**config.mk**
```make
export PLATFORM = sky130hd
export DESIGN_NAME = adc_scan_seq
export DESIGN_NICKNAME = d
export VERILOG_FILES = /design/src/rtl/adc_scan_pkg.sv /design/src/rtl/adc_trig_sync.sv /design/src/rtl/adc_result_fifo.sv /design/src/rtl/adc_scan_ctrl.sv /design/src/rtl/adc_scan_seq.sv
export SDC_FILE = /design/constraint.sdc
export NUM_CORES = 1
export LEC_CHECK = 0
export ABC_AREA = 1
export BUFFER_PORTS_ARGS = -buffer_cell sky130_fd_sc_hd__buf_2
export CAP_MARGIN = 20
export CORE_MARGIN = 4
export CORE_UTILIZATION = 38
export CTS_CLUSTER_SIZE = 24
export DETAILED_ROUTE_END_ITERATION = 10
export PLACE_DENSITY = 0.56
export SLEW_MARGIN = 0
export SYNTH_ARGS = -nofsm -noshare
export SYNTH_HDL_FRONTEND = slang
export SYNTH_SLANG_ARGS = --single-unit
```
**constraint.sdc**
```tcl
create_clock -name clk -period 3.5 [get_ports clk]
set_input_delay 0.875 -clock clk [delete_from_list [all_inputs] [get_ports clk]]
set_output_delay 0.875 -clock clk [all_outputs]
set_load 0.02 [all_outputs]
```
**src/rtl/adc_scan_pkg.sv**
```systemverilog
package adc_scan_pkg;
  localparam int unsigned NCH       = 8;
  localparam int unsigned RES_W     = 14;
  localparam int unsigned BUS_W     = 16;
  localparam int unsigned ADDR_W    = 5;
  localparam int unsigned START_IDX = 16;
  localparam int unsigned CH_W      = $clog2(NCH);

  typedef enum logic [1:0] {
    ST_IDLE   = 2'd0,
    ST_SAMPLE = 2'd1,
    ST_SCAN   = 2'd2
  } scan_state_e;
endpackage

```
**src/rtl/adc_trig_sync.sv**
```systemverilog
module adc_trig_sync (
  input  logic clk,
  input  logic rst_n,
  input  logic pin,
  output logic fall
);
  logic meta_q, sync_q, prev_q;

  always_ff @(posedge clk or negedge rst_n) begin
    if (!rst_n) begin
      meta_q <= 1'b0;
      sync_q <= 1'b0;
      prev_q <= 1'b0;
    end else begin
      meta_q <= pin;
      sync_q <= meta_q;
      prev_q <= sync_q;
    end
  end

  assign fall = prev_q & ~sync_q;
endmodule

```
**src/rtl/adc_result_fifo.sv**
```systemverilog
module adc_result_fifo #(
  parameter int unsigned DEPTH = 8,
  parameter int unsigned DW    = 14
) (
  input  logic          clk,
  input  logic          rst_n,
  input  logic          flush,
  input  logic          push,
  input  logic [DW-1:0] wdata,
  input  logic          pop,
  output logic [DW-1:0] rdata,
  output logic          empty
);
  localparam int unsigned AW = $clog2(DEPTH);

  logic [DW-1:0] mem [DEPTH];
  logic [AW:0]   wr_q, wr_d, rd_q, rd_d;
  logic [DW-1:0] rdata_q, rdata_d;
  logic          full, do_push, do_pop;

  assign empty   = (wr_q == rd_q);
  assign full    = (wr_q[AW-1:0] == rd_q[AW-1:0]) && (wr_q[AW] != rd_q[AW]);
  assign do_push = push && !full && !flush;
  assign do_pop  = pop && !empty && !flush;

  always_comb begin
    wr_d    = wr_q;
    rd_d    = rd_q;
    rdata_d = rdata_q;
    if (flush) begin
      wr_d = '0;
      rd_d = '0;
    end else begin
      if (do_push) wr_d = wr_q + 1'b1;
      if (do_pop)  rd_d = rd_q + 1'b1;
    end
    if (pop) rdata_d = do_pop ? mem[rd_q[AW-1:0]] : '0;
  end

  always_ff @(posedge clk or negedge rst_n) begin
    if (!rst_n) begin
      wr_q    <= '0;
      rd_q    <= '0;
      rdata_q <= '0;
    end else begin
      wr_q    <= wr_d;
      rd_q    <= rd_d;
      rdata_q <= rdata_d;
    end
  end

  always_ff @(posedge clk) begin
    if (do_push) mem[wr_q[AW-1:0]] <= wdata;
  end

  assign rdata = rdata_q;
endmodule

```
**src/rtl/adc_scan_ctrl.sv**
```systemverilog
module adc_scan_ctrl
  import adc_scan_pkg::*;
(
  input  logic            clk,
  input  logic            rst_n,
  input  logic            mask_we,
  input  logic [NCH-1:0]  mask_wdata,
  input  logic            start_req,
  input  logic            conv_ack,
  output logic            start_go,
  output logic            conv_hold,
  output logic            conv_req,
  output logic [CH_W-1:0] conv_ch,
  output logic            push,
  output logic            eoc_n
);
  scan_state_e    state_q, state_d;
  logic [NCH-1:0] mask_q, pend_q, pend_d;
  logic           eoc_q, eoc_d;
  logic [CH_W-1:0] low_ch;

  // lowest pending channel: descending scan leaves the smallest index
  always_comb begin
    low_ch = '0;
    for (int i = NCH - 1; i >= 0; i--) begin
      if (pend_q[i]) low_ch = CH_W'(i);
    end
  end

  assign start_go  = (state_q == ST_IDLE) && start_req;
  assign conv_hold = (state_q != ST_IDLE);
  assign conv_req  = (state_q == ST_SCAN) && (pend_q != '0);
  assign conv_ch   = low_ch;
  assign push      = conv_req && conv_ack;

  always_comb begin
    state_d = state_q;
    pend_d  = pend_q;
    eoc_d   = eoc_q;
    unique case (state_q)
      ST_IDLE: if (start_go) begin
        state_d = ST_SAMPLE;
        pend_d  = mask_q;
        eoc_d   = 1'b1;
      end
      ST_SAMPLE: state_d = ST_SCAN;
      ST_SCAN: begin
        if (pend_q == '0) begin
          state_d = ST_IDLE;
          eoc_d   = 1'b0;
        end else if (conv_ack) begin
          pend_d[low_ch] = 1'b0;
        end
      end
      default: state_d = ST_IDLE;
    endcase
  end

  always_ff @(posedge clk or negedge rst_n) begin
    if (!rst_n) begin
      state_q <= ST_IDLE;
      pend_q  <= '0;
      eoc_q   <= 1'b1;
    end else begin
      state_q <= state_d;
      pend_q  <= pend_d;
      eoc_q   <= eoc_d;
    end
  end

  always_ff @(posedge clk or negedge rst_n) begin
    if (!rst_n)       mask_q <= '0;
    else if (mask_we) mask_q <= mask_wdata;
  end

  assign eoc_n = eoc_q;
endmodule

```
**src/rtl/adc_scan_seq.sv**
```systemverilog
module adc_scan_seq
  import adc_scan_pkg::*;
(
  input  logic              clk,
  input  logic              rst_n,
  input  logic              mask_we,
  input  logic [NCH-1:0]    mask_wdata,
  input  logic              trig_sel,
  input  logic              rd_en,
  input  logic [ADDR_W-1:0] rd_addr,
  output logic [BUS_W-1:0]  rd_data,
  input  logic              tmr_out,
  input  logic              ext_trig_n,
  output logic              conv_hold,
  output logic              conv_req,
  output logic [CH_W-1:0]   conv_ch,
  input  logic              conv_ack,
  input  logic [RES_W-1:0]  conv_result,
  output logic              eoc_n
);
  localparam int unsigned NTRIG = 2;

  logic [NTRIG-1:0] trig_pins, trig_fall;
  logic             data_hit, start_hit, hw_start, start_go, push, fifo_empty;
  logic [RES_W-1:0] fifo_q;

  assign trig_pins = {tmr_out, ext_trig_n};

  for (genvar g = 0; g < NTRIG; g++) begin : g_trig
    adc_trig_sync u_sync (
      .clk  (clk),
      .rst_n(rst_n),
      .pin  (trig_pins[g]),
      .fall (trig_fall[g])
    );
  end

  assign hw_start  = trig_sel ? trig_fall[1] : trig_fall[0];
  assign data_hit  = rd_en && (rd_addr < ADDR_W'(NCH));
  assign start_hit = rd_en && (rd_addr == ADDR_W'(START_IDX));

  adc_scan_ctrl u_ctrl (
    .clk       (clk),
    .rst_n     (rst_n),
    .mask_we   (mask_we),
    .mask_wdata(mask_wdata),
    .start_req (start_hit || hw_start),
    .conv_ack  (conv_ack),
    .start_go  (start_go),
    .conv_hold (conv_hold),
    .conv_req  (conv_req),
    .conv_ch   (conv_ch),
    .push      (push),
    .eoc_n     (eoc_n)
  );

  adc_result_fifo #(.DEPTH(NCH), .DW(RES_W)) u_fifo (
    .clk  (clk),
    .rst_n(rst_n),
    .flush(start_go),
    .push (push),
    .wdata(conv_result),
    .pop  (data_hit),
    .rdata(fifo_q),
    .empty(fifo_empty)
  );

  assign rd_data = {{(BUS_W - RES_W){1'b0}}, fifo_q};
endmodule

```
# Word level (Yosys, flattened, before mapping)
# Memory sizes are Yosys's and may differ from the RTL's.
# Index checks and enable logic that the tools add are counted.
# W data, S select, Z words.
dict set report totals {
  register_bits 47
  mem_bits_rw 112
  output_inout_bits 22
  elab_cells 88
  mem_count 1
}
# memory words width rd rd_clocked_by_memory_dff write_ports line
set mem_list {}
lappend mem_list {u_fifo.mem 8 14 1 0 1 adc_result_fifo.sv:16} ;# logic [DW-1:0] mem [DEPTH];
dict set report classes {
  n_addsub 2
  order_cmp 3
  eq_ne 10
  n_mux 28
  bitwise 6
  reduce_logical 25
}
# cell n
set ops {}
lappend ops {{$mux W3} 8}
lappend ops {{$mux W8} 3}
lappend ops {{$mux W4} 4}
lappend ops {{$pmux W8 S2} 1}
lappend ops {{$mux W14} 1}
lappend ops {{$logic_and A1 B1 Y1} 11}
lappend ops {{$add A4 B1 Y4 const B} 2}
lappend ops {{$and A8 B8 Y8} 1}
lappend ops {{$logic_not A8 Y1} 1}
lappend ops {{$not A8 Y8} 1}
lappend ops {{$reduce_bool A2 Y1} 4}
lappend ops {{$reduce_bool A8 Y1} 1}
lappend ops {{$mux W1} 6}
lappend ops {{$ne A2 B2 Y1 const B} 3}
lappend ops {{$pmux W2 S3} 1}
lappend ops {{$eq A5 B5 Y1 const B} 1}
lappend ops {{$lt A5 B4 Y1 const B} 1}
lappend ops {{$eq A4 B4 Y1} 1}
lappend ops {{$lt A3 B4 Y1 const B} 1}
lappend ops {{$mux W2} 2}
lappend ops {{$reduce_and A4 Y1} 1}
lappend ops {{$demux W1 S3} 1}
lappend ops {{$eq A3 B3 Y1} 1}
lappend ops {{$ge A3 B1 Y1 const B} 1}
lappend ops {{other kinds (12)} 16}

# Longest topological paths before layout
# Gate-level depths: netlist of run 1.
dict set report depth {
  ltp_word 17
  ltp_mapped 13
  ltp_nobuf 13
}

# Cells and area by module
# From an unflattened synthesis of run 1, not the netlist that was laid out.
dict set report hier_totals {
  cells_unflattened 678
  hier_area_um2 6869.1
}
# mod instances cells_per_inst area_per_inst_um2 seq_area_each_um2
set by_module_without_submodules {}
lappend by_module_without_submodules {adc_result_fifo 1 534 5676.7 3913.8}
lappend by_module_without_submodules {adc_scan_ctrl 1 120 950.9 476.7}
lappend by_module_without_submodules {adc_trig_sync 2 5 85.1 75.1}
lappend by_module_without_submodules {adc_scan_seq 1 14 71.3 0.0}

# Worst setup path before layout of run 1
# No wires, ideal clock.
dict set report synth_path {
  path_kind {input-to-reg}
  from {input conv_ack}
  to {memory u_fifo.mem[6][0] (enable)}
  setup_time_ns 0.403
  t_arrival_ns 2.279
  t_required_ns 3.097
  slack_ns 0.818
  stages 6
  n_path_buf 0
  path_cell_list {inv_1 > nor2_2 > nand2_2 > inv_2 > nand2_2 > nor3_1}
}
dict set report synth_via {
  elab_chain_len 5
}
# item line
set synth_lines {}
lappend synth_lines {{start, declared} adc_scan_seq.sv:17} ;# input logic conv_ack,
lappend synth_lines {{$logic_and A1 B1 Y1} adc_scan_ctrl.sv:34} ;# assign push = conv_req && conv_ack;
lappend synth_lines {{$logic_and A1 B1 Y1 (2 in series)} adc_result_fifo.sv:23} ;# assign do_push = push && !full && !flush;
lappend synth_lines {{$mux W1} adc_result_fifo.sv:53} ;# if (do_push) mem[wr_q[AW-1:0]] <= wdata;
lappend synth_lines {{$mux W1 (not written as such)} adc_result_fifo.sv:53}
lappend synth_lines {{end, declared} adc_result_fifo.sv:16}
# Every way passes these cells.

# Final worst setup path of run 1
dict set report layout_path {
  from {register u_ctrl.pend_q[4]}
  to {output conv_req}
}
dict set report layout_via {
  elab_chain_len 2
}
# item line
set layout_lines {}
lappend layout_lines {{start, declared} adc_scan_ctrl.sv:18} ;# logic [NCH-1:0] mask_q, pend_q, pend_d;
lappend layout_lines {{start signal, assigned} adc_scan_ctrl.sv:66} ;# pend_q <= pend_d;
lappend layout_lines {{$reduce_bool A8 Y1} adc_scan_ctrl.sv:32} ;# assign conv_req = (state_q == ST_SCAN) && (pend_q != '0);
lappend layout_lines {{$logic_and A1 B1 Y1} adc_scan_ctrl.sv:32}
lappend layout_lines {{end, declared} adc_scan_seq.sv:15} ;# output logic conv_req,
# Every way passes these cells.

==> results by group, run 1 <==
Status
  • Status: finished clean

Synth
  • Area fraction of the dominant cell type after synthesis: around half
  • Post-synth ARST share: roughly 30%
  • Mean instance size in the synthesized netlist: roughly 12 µm²
  • Number of instances in the synthesized netlist: approximately 540
  • Count of distinct cell types in the synthesized netlist: 33
  • Post-synthesis instance area: roughly 6500 µm²
  • Total of flip-flops plus latches after synthesis: 159
  • Part of the Yosys area used for sequential elements: a little over two thirds
  • Number of flops mapped to enable cells by yosys: approximately 110
  • Number of warnings issued by yosys: 0
  • Top cells by area in the synthesized netlist: sky130_fd_sc_hd__edfxtp_1 52%, sky130_fd_sc_hd__dfrtp_1 18%, sky130_fd_sc_hd__nand2_1 7.9%
  • Yosys top cell by area: sky130_fd_sc_hd__edfxtp_1
  • Most frequently used flop master after synthesis: sky130_fd_sc_hd__edfxtp_1

Clock tree
  • Number of buffers added by the clock tree synthesis step: 17
  • H-tree Lvls: 4
  • Post-cts repair resize count: 0
  • Sink Count: 159
  • Cell chosen for the clock root: sky130_fd_sc_hd__clkbuf_16
  • Hold-fix buffer count after cts: 0
  • Largest buffer count on any clock path: 2
  • CTS clk-pin slew, worst paths: about 0.060 ns
  • Clock tree from TritonCTS: built
  • Worst-Skew Late Latency: 0.43 ns
  • Count of buffers added by post-CTS timing repair for setup: 0

Worst setup path
  • Critical setup path kind: reg2out
  • Crit path cell chain: nor2_1 -> inv_1 -> nor2_1 -> nand2_1 -> nand2_2 -> inv_1 -> buf_2
  • Maximum fanout along the worst path: 4
  • Worst-path cell with the longest stage delay: sky130_fd_sc_hd__dfrtp_1
  • Crit. End Element: primary output
  • Worst path required time: 2.62 ns
  • Startpoint type of the worst setup path: flip-flop
  • Crit path launch: u_ctrl.pend_q[4]$_DFFE_PN0P_
  • Worst reg2reg path startpoint: u_fifo.rd_q[1]$_DFFE_PN0P_
  • R2r worst-path depth: 9
  • Worst reg-to-reg setup slack: 1.04 ns
  • End of the worst register-to-register path: u_fifo.mem[4][13]$_DFFE_PP_
  • Arrival @ worst endpoint: approximately 1.6 ns
  • Delay contributed by the slowest stage of the critical path: about 0.39 ns

Placed design
  • Number of port buffers: between 50 and 60
  • Placer Congestion: 0.7925
  • Cell area after placement: about 7000 µm²
  • Post-detailed-placement half-perimeter wirelength: ~8600 µm

Detailed routing
  • Total length of routed wires: 13730 µm
  • Via count of the routed design: ~4200
  • Routed via count divided by cell count: between 4 and 5
  • Average detailed-routed wire length per instance: around 16 µm
  • Number of routed nets with antenna violations: 0
  • Remaining design rule violation count: 0
  • Number of DRC violations after detailed-routing iteration 0: roughly 260
  • 1st-pass router iterations: 4

Power
  • Total design power: between 5 and 6 mW
  • IR Drop Worst-Case VDD: approximately 370 µV
  • Part of the power in the clock network: between 30 and 40%
  • Sequential Power Share: 40.0%
  • Combinational power share: about 28%
  • Net switching power figure: approximately 2.0 mW
  • Cell internal power dissipation: a little under 4 mW
  • Fraction of power spent switching nets: about a third
  • Cell leakage power: around 3.2 nW
  • Power density normalized to cell area: ~780 nW/µm²

Worst hold path
  • Hold Startpoint: g_trig[0].u_sync.meta_q$_DFF_PN0_
  • Depth of the worst hold-timing path: 0
  • Worst hold path endpoint: g_trig[0].u_sync.sync_q$_DFF_PN0_
  • Type of the worst min-delay path: reg2reg

Layout
  • Post-route design area: around 7600 µm²
  • Layout Area Growth over Synthesis: 17.33%
  • Filler cells: 1484
  • Diodes inserted: 0
  • Finished Core Util: 45.80%
  • Fraction of final layout cells with drive strength greater than 1: between 10% and 20%
  • # nets final: 642

GRT
  • First-pass GRT wire length: roughly 22000 µm
  • Pin count of the biggest net entering global routing: between 60 and 70
  • Number of global-route vias before repair: ~4200
  • Overall routing resource usage: 14.84%
  • Global route total overflow: 0
  • Number of antenna violations at the first check in global routing: 0

Timing
  • Crit path time final: 2.516 ns
  • Rel. slew slack: 44.67%
  • Hold violation total from the final report: 0
  • Unrepaired setup endpoints after global routing: no
  • Post-Route Setup TNS: 0 ns
  • Max Clock Freq: just under 0.4 GHz
  • Actual slew at the worst max-slew pin: about 0.82 ns
  • Setup clock skew after layout: 0.01114 ns
  • Number of max-slew violations in the final report: 0
  • Share of the clock period used by the worst path: 71.88%
  • Final setup violation count: 0

Job
  • Maxcap violations: 0

Die
  • Overall die height: 138.8 µm
  • Placeable core region: approximately 17000 µm²
  • Number of top-level pins: between 50 and 60
  • Std-Cell Rows: 47
  • Die Wd: roughly 140 µm
  • Initial standard-cell utilization of the core: about two fifths
  • Area enclosed by the die boundary: between 15000 and 20000 µm²
## how the worst max path moves through the flow
stage,to,slack (ns),cells after the start
after global routing,u_fifo.mem[4][13]$_DFFE_PP_,0.74,10
after floorplan,u_fifo.mem[6][0]$_DFFE_PP_,0.82,6
after global placement,u_fifo.mem[4][12]$_DFFE_PP_,0.79,8
after CTS,conv_req,0.97,7
after detailed placement,u_fifo.mem[4][0]$_DFFE_PP_,0.78,8
final,conv_req,0.98,7
## metal layers
layer / GRT usage [%] / wire length, µm / up-vias
li1: - / - / 2021
met1: 19.72 / 6270 / 2009
met5: 0 / 0 / -
met2: 23.46 / 6484 / 104
met4: 5.407 / 221 / 0
met3: 4.207 / 750 / 17
## flip-flops by register name, summed over array words and instances, names as in the netlist
signal / flops
g_trig.u_sync.prev_q: 2
u_ctrl.mask_q: 8
u_ctrl.state_q: 2
u_fifo.rdata: 14
u_fifo.rd_q: 4
u_ctrl.eoc_n: 1
u_ctrl.pend_q: 8
g_trig.u_sync.sync_q: 2
u_fifo.mem: 112
g_trig.u_sync.meta_q: 2
u_fifo.wr_q: 4
## cell type report
type | instances | area, µm² | share of cell area (%)
flip-flops and latches | 159 | 4542 | 59.59
multi-input cells | 326 | 1694 | 22.23
clock buffers | 18 | 429.2 | 5.630
repair buffers | 69 | 382.9 | 5.023
well taps | 220 | 275.3 | 3.611
clock inverters | 14 | 178.9 | 2.347
inverters | 32 | 120.1 | 1.576
## synthesized netlist by cell type (3+ instances only)
library cell / instances
sky130_fd_sc_hd__o22ai_1: 3
sky130_fd_sc_hd__o21ai_1: 14
sky130_fd_sc_hd__a22oi_1: 26
sky130_fd_sc_hd__mux2i_1: 13
sky130_fd_sc_hd__a21oi_1: 52
sky130_fd_sc_hd__dfrtp_1: 46
sky130_fd_sc_hd__mux2_2: 7
sky130_fd_sc_hd__nand3_1: 15
sky130_fd_sc_hd__clkbuf_1: 9
sky130_fd_sc_hd__o21ai_0: 14
sky130_fd_sc_hd__inv_1: 27
sky130_fd_sc_hd__nor2_1: 22
sky130_fd_sc_hd__edfxtp_1: 112
sky130_fd_sc_hd__nand2_1: 136
sky130_fd_sc_hd__buf_4: 8
sky130_fd_sc_hd__xor2_1: 5
sky130_fd_sc_hd__inv_2: 3
sky130_fd_sc_hd__nand2_2: 4
sky130_fd_sc_hd__buf_2: 9
## kinds of logic after synthesis
group | after synthesis | synth area share, %
flops | 159 | 69.90
xor+xnor | 6 | 0.8089
other cells | 1 | 0.05773
mux | 20 | 3.216
simple gates | 185 | 11.52
compound gates | 111 | 9.958
fa+ha+maj | 2 | 0.3851
buf+inv | 59 | 4.160
## power groups by stage
| stage | registers (mW) | clock network, mW | logic, mW |
|---|---|---|---|
| after floorplan | 2.45 | 0 | 1.28 |
| after global placement | 2.41 | 0 | 1.64 |
| after detailed placement | 2.41 | 0 | 1.67 |
| after CTS | 2.37 | 1.94 | 1.67 |
| after global routing | 2.40 | 2.04 | 1.87 |
| final | 2.37 | 1.90 | 1.65 |
## layout by cell type (no fill, tap or decap), types with 2 or more instances in the layout
master                       netlist  final
sky130_fd_sc_hd__edfxtp_1        112    112
sky130_fd_sc_hd__bufinv_16         0      3
sky130_fd_sc_hd__nand3_1          15     15
sky130_fd_sc_hd__clkinv_1          2      2
sky130_fd_sc_hd__o21ai_1          14     14
sky130_fd_sc_hd__buf_4             8     15
sky130_fd_sc_hd__o21ai_0          14     14
sky130_fd_sc_hd__a21oi_1          52     52
sky130_fd_sc_hd__mux2_2            7      7
sky130_fd_sc_hd__nand4_1           2      2
sky130_fd_sc_hd__nor2_1           22     22
sky130_fd_sc_hd__conb_1            1      2
sky130_fd_sc_hd__xor2_1            5      5
sky130_fd_sc_hd__nand2_1         136    136
sky130_fd_sc_hd__ha_1              2      2
sky130_fd_sc_hd__buf_2             9     54
sky130_fd_sc_hd__clkinv_2          0      2
sky130_fd_sc_hd__clkbuf_16         0     17
sky130_fd_sc_hd__clkinvlp_4        0      2
sky130_fd_sc_hd__a22oi_1          26     26
sky130_fd_sc_hd__inv_1            27     27
sky130_fd_sc_hd__mux2i_1          13     13
sky130_fd_sc_hd__nor2_2            2      2
sky130_fd_sc_hd__inv_2             3      3
sky130_fd_sc_hd__nand2_2           4      4
sky130_fd_sc_hd__dfrtp_1          46     45
sky130_fd_sc_hd__o22ai_1           3      3
sky130_fd_sc_hd__inv_6             0      5
## worst max-delay path: cells and delay by family (launching register included)
kind / cells / cell delay [ns]
flip-flops: 1 / 0.39
AND/OR/NAND/NOR: 4 / 0.56
buffers and inverters: 3 / 0.26
## metrics by stage
step	worst slack (ns)	hold slack, ns	instances
final	0.9842	0.3444	838
after global routing	0.7437	0.3646	838
after CTS	0.9715	0.3472	838
after detailed placement	0.7781	0.3347	806
after global placement	0.7852	0.3358	806
after floorplan	0.8177	0.3312	544
No activity file was read; power rests on OpenSTA's default activity.
==> run 2: changes to the inputs <==
--- a/config.mk
+++ b/config.mk
@@ -5,14 +5,14 @@
 export SDC_FILE = /design/constraint.sdc
 export NUM_CORES = 1
 export LEC_CHECK = 0
-export ABC_AREA = 1
+export ABC_AREA = 0
 export BUFFER_PORTS_ARGS = -buffer_cell sky130_fd_sc_hd__buf_2
 export CAP_MARGIN = 20
 export CORE_MARGIN = 4
 export CORE_UTILIZATION = 38
 export CTS_CLUSTER_SIZE = 24
 export DETAILED_ROUTE_END_ITERATION = 10
-export PLACE_DENSITY = 0.56
+export PLACE_DENSITY = 0.58
 export SLEW_MARGIN = 0
 export SYNTH_ARGS = -nofsm -noshare
 export SYNTH_HDL_FRONTEND = slang
==> constraint.sdc (replaced) <==
create_clock -name clk -period 2.2 [get_ports clk]
set_input_delay 0.55 -clock clk [delete_from_list [all_inputs] [get_ports clk]]
set_output_delay 0.55 -clock clk [all_outputs]
set_load 0.02 [all_outputs]
==> run 2 against run 1 <==
Against the previous run: clock-buffer cell count is the same; clock skew shrank 0.0029 ns; sequential power is 61% higher; die area shrank 2.2%; worst hold slack got worse by 0.22 ns; sequential share of layout area fell by 0.79 points; cell area up 1.4%; largest cell class unchanged; highest routed layer unchanged.
==> results by group, run 2 <==
Clock tree
  • Cell chosen for the clock root: sky130_fd_sc_hd__clkbuf_16
  • Largest buffer count on any clock path: 2 (unchanged)
  • Sink Count: 159 (unchanged)
  • Hold-fix buffer count after cts: 0 (unchanged)
  • Clock tree from TritonCTS: built
  • CTS clk-pin slew, worst paths: 0.06 ns (about the same)
  • H-tree Lvls: 4 (unchanged)
  • Number of buffers added by the clock tree synthesis step: 17 (unchanged)
  • Worst-Skew Late Latency: 0.42 ns (about the same)

Placed design
  • Cells after DPL: 642 (-20%)
  • DP Worst Slack: 0.1308 ns (-0.6473 ns)
  • Placer Congestion: 0.7523 (-5.1%)
  • Number of port buffers: 54 (unchanged)
  • Cell area after placement: 7128 µm² (+1.6%)
  • Post-detailed-placement half-perimeter wirelength: 8254 µm (-4.6%)

Detailed routing
  • Via count of the routed design: 3401 (-18%)
  • Number of routed nets with antenna violations: 0 (unchanged)
  • Highest routed layer: met4
  • Total length of routed wires: 12980 µm (-5.5%)
  • 1st-pass router iterations: 4 (unchanged)
  • WL met3: 490 µm (-35%)
  • Routed length on met2: 6479 µm (about the same)
  • Length of routed wiring on met1: 5892 µm (-6.0%)
  • Number of DRC violations after detailed-routing iteration 0: 164 (-36%)
  • Remaining design rule violation count: 0 (unchanged)
  • Routed via count divided by cell count: 5.031 (+1.6%)
  • Average detailed-routed wire length per instance: 19.19 µm (+17%)

Worst setup path
  • Crit path cell chain: buf_4 -> nor4_4 -> buf_4 -> a21oi_1 -> buf_2
  • Worst path required time: 1.65 ns (-0.97 ns)
  • Worst reg-to-reg setup slack: 0.18 ns (-0.86 ns)
  • R2r worst-path depth: 6 (-3)
  • Critical setup path kind: reg2out
  • Crit path launch: u_ctrl.pend_q[7]$_DFFE_PN0P_
  • Maximum fanout along the worst path: 4 (unchanged)
  • Startpoint type of the worst setup path: flip-flop
  • Arrival @ worst endpoint: 1.63 ns (about the same)
  • Worst reg2reg path startpoint: u_ctrl.state_q[0]$_DFFE_PN0P_
  • Worst-path cell with the longest stage delay: sky130_fd_sc_hd__dfrtp_1
  • Delay contributed by the slowest stage of the critical path: 0.40 ns (about the same)
  • Crit. End Element: primary output
  • End of the worst register-to-register path: u_fifo.mem[1][5]$_DFFE_PP_
  • Cell type with the highest occurrence count on the critical path: sky130_fd_sc_hd__buf_4

Die
  • Placeable core region: 16120 µm² (-3.2%)
  • Initial standard-cell utilization of the core: 39.39% (+0.35 points)
  • Std-Cell Rows: 46 (-2.1%)
  • Overall die height: 137.2 µm (-1.1%)
  • Number of top-level pins: 57 (unchanged)
  • Area enclosed by the die boundary: 18830 µm² (-2.2%)
  • Die Wd: 137.2 µm (-1.1%)

Synth
  • Top cells by area in the synthesized netlist: sky130_fd_sc_hd__edfxtp_1 53%, sky130_fd_sc_hd__dfrtp_1 18%, sky130_fd_sc_hd__mux4_2 9.9%
  • Most numerous cell in the Yosys netlist: sky130_fd_sc_hd__edfxtp_1
  • Mean instance size in the synthesized netlist: 17.83 µm² (+49%)
  • Area fraction of the dominant cell type after synthesis: 52.99% (+1.2 points)
  • Most frequently used flop master after synthesis: sky130_fd_sc_hd__edfxtp_1
  • Number of warnings issued by yosys: 0 (unchanged)
  • Yosys top cell by area: sky130_fd_sc_hd__edfxtp_1
  • Part of the Yosys area used for sequential elements: 71.54% (+1.6 points)
  • Post-synthesis instance area: 6347 µm² (-2.3%)
  • Number of instances in the synthesized netlist: 356 (-34%)
  • Number of flops mapped to enable cells by yosys: 112 (unchanged)
  • Post-synth ARST share: 29.56% (unchanged)
  • Synth top cells by count: 112 x sky130_fd_sc_hd__edfxtp_1, 46 x sky130_fd_sc_hd__dfrtp_1, 28 x sky130_fd_sc_hd__mux4_2
  • Total of flip-flops plus latches after synthesis: 159 (unchanged)
  • Count of distinct cell types in the synthesized netlist: 51 (+55%)

GRT
  • Overall routing resource usage: 14.88% (+0.036 points)
  • Number of global-route vias before repair: 3645 (-13%)
  • First-pass GRT wire length: 20490 µm (-7.8%)
  • Global route total overflow: 0 (unchanged)
  • Pin count of the biggest net entering global routing: 32 (-48%)
  • Number of antenna violations at the first check in global routing: 0 (unchanged)

Layout
  • Fraction of final layout cells with drive strength greater than 1: 40.43% (+21 points)
  • Post-route design area: 7729 µm² (+1.4%)
  • Commonest non-fill, non-tap cell in the layout: sky130_fd_sc_hd__edfxtp_1
  • Diodes inserted: 0 (unchanged)
  • Layout Area Growth over Synthesis: 21.76%
  • Fin cells: 676 (-19%)
  • Finished Core Util: 47.96% (+2.2 points)
  • # nets final: 484 (-25%)
  • Filler cells: 1383 (-6.8%)
  • Max FFs per register: 112 (unchanged)
  • Leading cell types in the layout, fill and taps excluded: 112 x sky130_fd_sc_hd__edfxtp_1, 52 x sky130_fd_sc_hd__buf_2, 43 x sky130_fd_sc_hd__dfrtp_1

Timing
  • Max Clock Freq: 0.4588 GHz
  • Setup clock skew after layout: 0.008244 ns (-0.002891 ns)
  • Rel. slew slack: 58.36% (+14 points)
  • Setup WS post-layout: 0.02039 ns (-0.9639 ns)
  • Share of the clock period used by the worst path: a little under 100%
  • Final setup violation count: 0 (unchanged)
  • Hold violation total from the final report: 0 (unchanged)
  • Unrepaired setup endpoints after global routing: yes
  • Number of max-slew violations in the final report: 0 (unchanged)
  • Actual slew at the worst max-slew pin: 0.6224 ns (-0.2026 ns)
  • Crit path time final: between 2 and 2.5 ns

Power
  • IR Drop Worst-Case VDD: 603.3 µV (+63%)
  • Net switching power figure: 2.674 mW (+33%)
  • Combinational power share: 26.3% (-1.6 points)
  • Total design power: 8.848 mW (+49%)
  • Fraction of power spent switching nets: 30.22% (-3.7 points)
  • Part of the power in the clock network: 30.7% (-1.4 points)
  • Power density normalized to cell area: 1145 nW/µm² (+47%)
  • Cell leakage power: 2.773 nW (-13%)
  • Cell internal power dissipation: 6.174 mW (+58%)
  • Sequential Power Share: 43.1% (+3.1 points)

Status
  • Status: finished clean

Job
  • Maxcap violations: 0 (unchanged)

Worst hold path
  • Type of the worst min-delay path: in2async
run 2: critical path, delay by kind of cell, from the launching register on:
family / cells / cell delay [ns]
AO/OA/AOI/OAI: 1 / 0.09
flip-flops: 1 / 0.40
AND/OR/NAND/NOR: 1 / 0.23
buffers and inverters: 3 / 0.49
run 2: worst max-delay path by stage:
stage                                        endpoint  slack (ns)  cells after the start
after floorplan            u_fifo.mem[1][0]$_DFFE_PP_       -0.30                      4
after global placement    u_fifo.mem[1][11]$_DFFE_PP_        0.15                      6
after detailed placement  u_fifo.mem[1][11]$_DFFE_PP_        0.13                      6
after CTS                                    conv_req      0.0008                      4
after global routing                         conv_req       -0.09                      5
final                                        conv_req        0.02                      5
run 2: logic make-up (layout without fill, tap and decap cells):
| group | count (synthesis) | in the layout | share of synthesized area [%] |
|---|---|---|---|
| AOI/OAI and AO/OA | 44 | 44 | 5.066 |
| other | 1 | 2 | 0.05908 |
| DFF | 159 | 159 | 71.54 |
| xor gates and xnor gates | 8 | 8 | 1.104 |
| muxes | 51 | 51 | 13.72 |
| and+or+nand+nor | 67 | 67 | 5.914 |
| adders and majority gates | 2 | 2 | 0.3942 |
| buffers and inverters | 24 | 127 | 2.208 |
run 2: routing by layer:
| layer | track usage (%) | vias up |
|---|---|---|
| li1 | - | 1552 |
| met1 | 19.90 | 1756 |
| met2 | 23.62 | 81 |
| met3 | 3.944 | 12 |
| met4 | 5.322 | 0 |
| met5 | 0 | - |
run 2: timing repair:
action | in CTS | in global routing
setup endpoints to repair | 1 | 4
pin swaps | 1 | 0
setup buffers | 0 | 2
gates resized for setup | 2 | 8
run 2: layout make-up:
cell class              count  area (µm²)  share of cell area, %
clock buffers              18       429.2                  5.553
clock inverters            14       117.6                  1.522
inverters                   4       15.01                 0.1943
multi-input cells         174        1737                  22.47
flip-flops and latches    159        4544                  58.80
well taps                 216       270.3                  3.497
repair buffers             91       615.6                  7.965
run 2: stage by stage:
step                hold WS (ns)  TNS [ns]
global placement          0.3362         0
detailed placement        0.3451         0
global route              0.1495   -0.1468
CTS                       0.1240         0
finish                    0.1243         0
floorplan                 0.2544    -13.05
run 2: power by group through the flow:
| stage | clock network, mW | logic (mW) | registers (mW) |
|---|---|---|---|
| after detailed placement | 0 | 2.26 | 3.84 |
| after CTS | 2.78 | 2.27 | 3.79 |
| final | 2.71 | 2.32 | 3.81 |
| after floorplan | 0 | 1.32 | 3.97 |
| after global routing | 2.91 | 2.54 | 3.86 |
| after global placement | 0 | 2.22 | 3.83 |
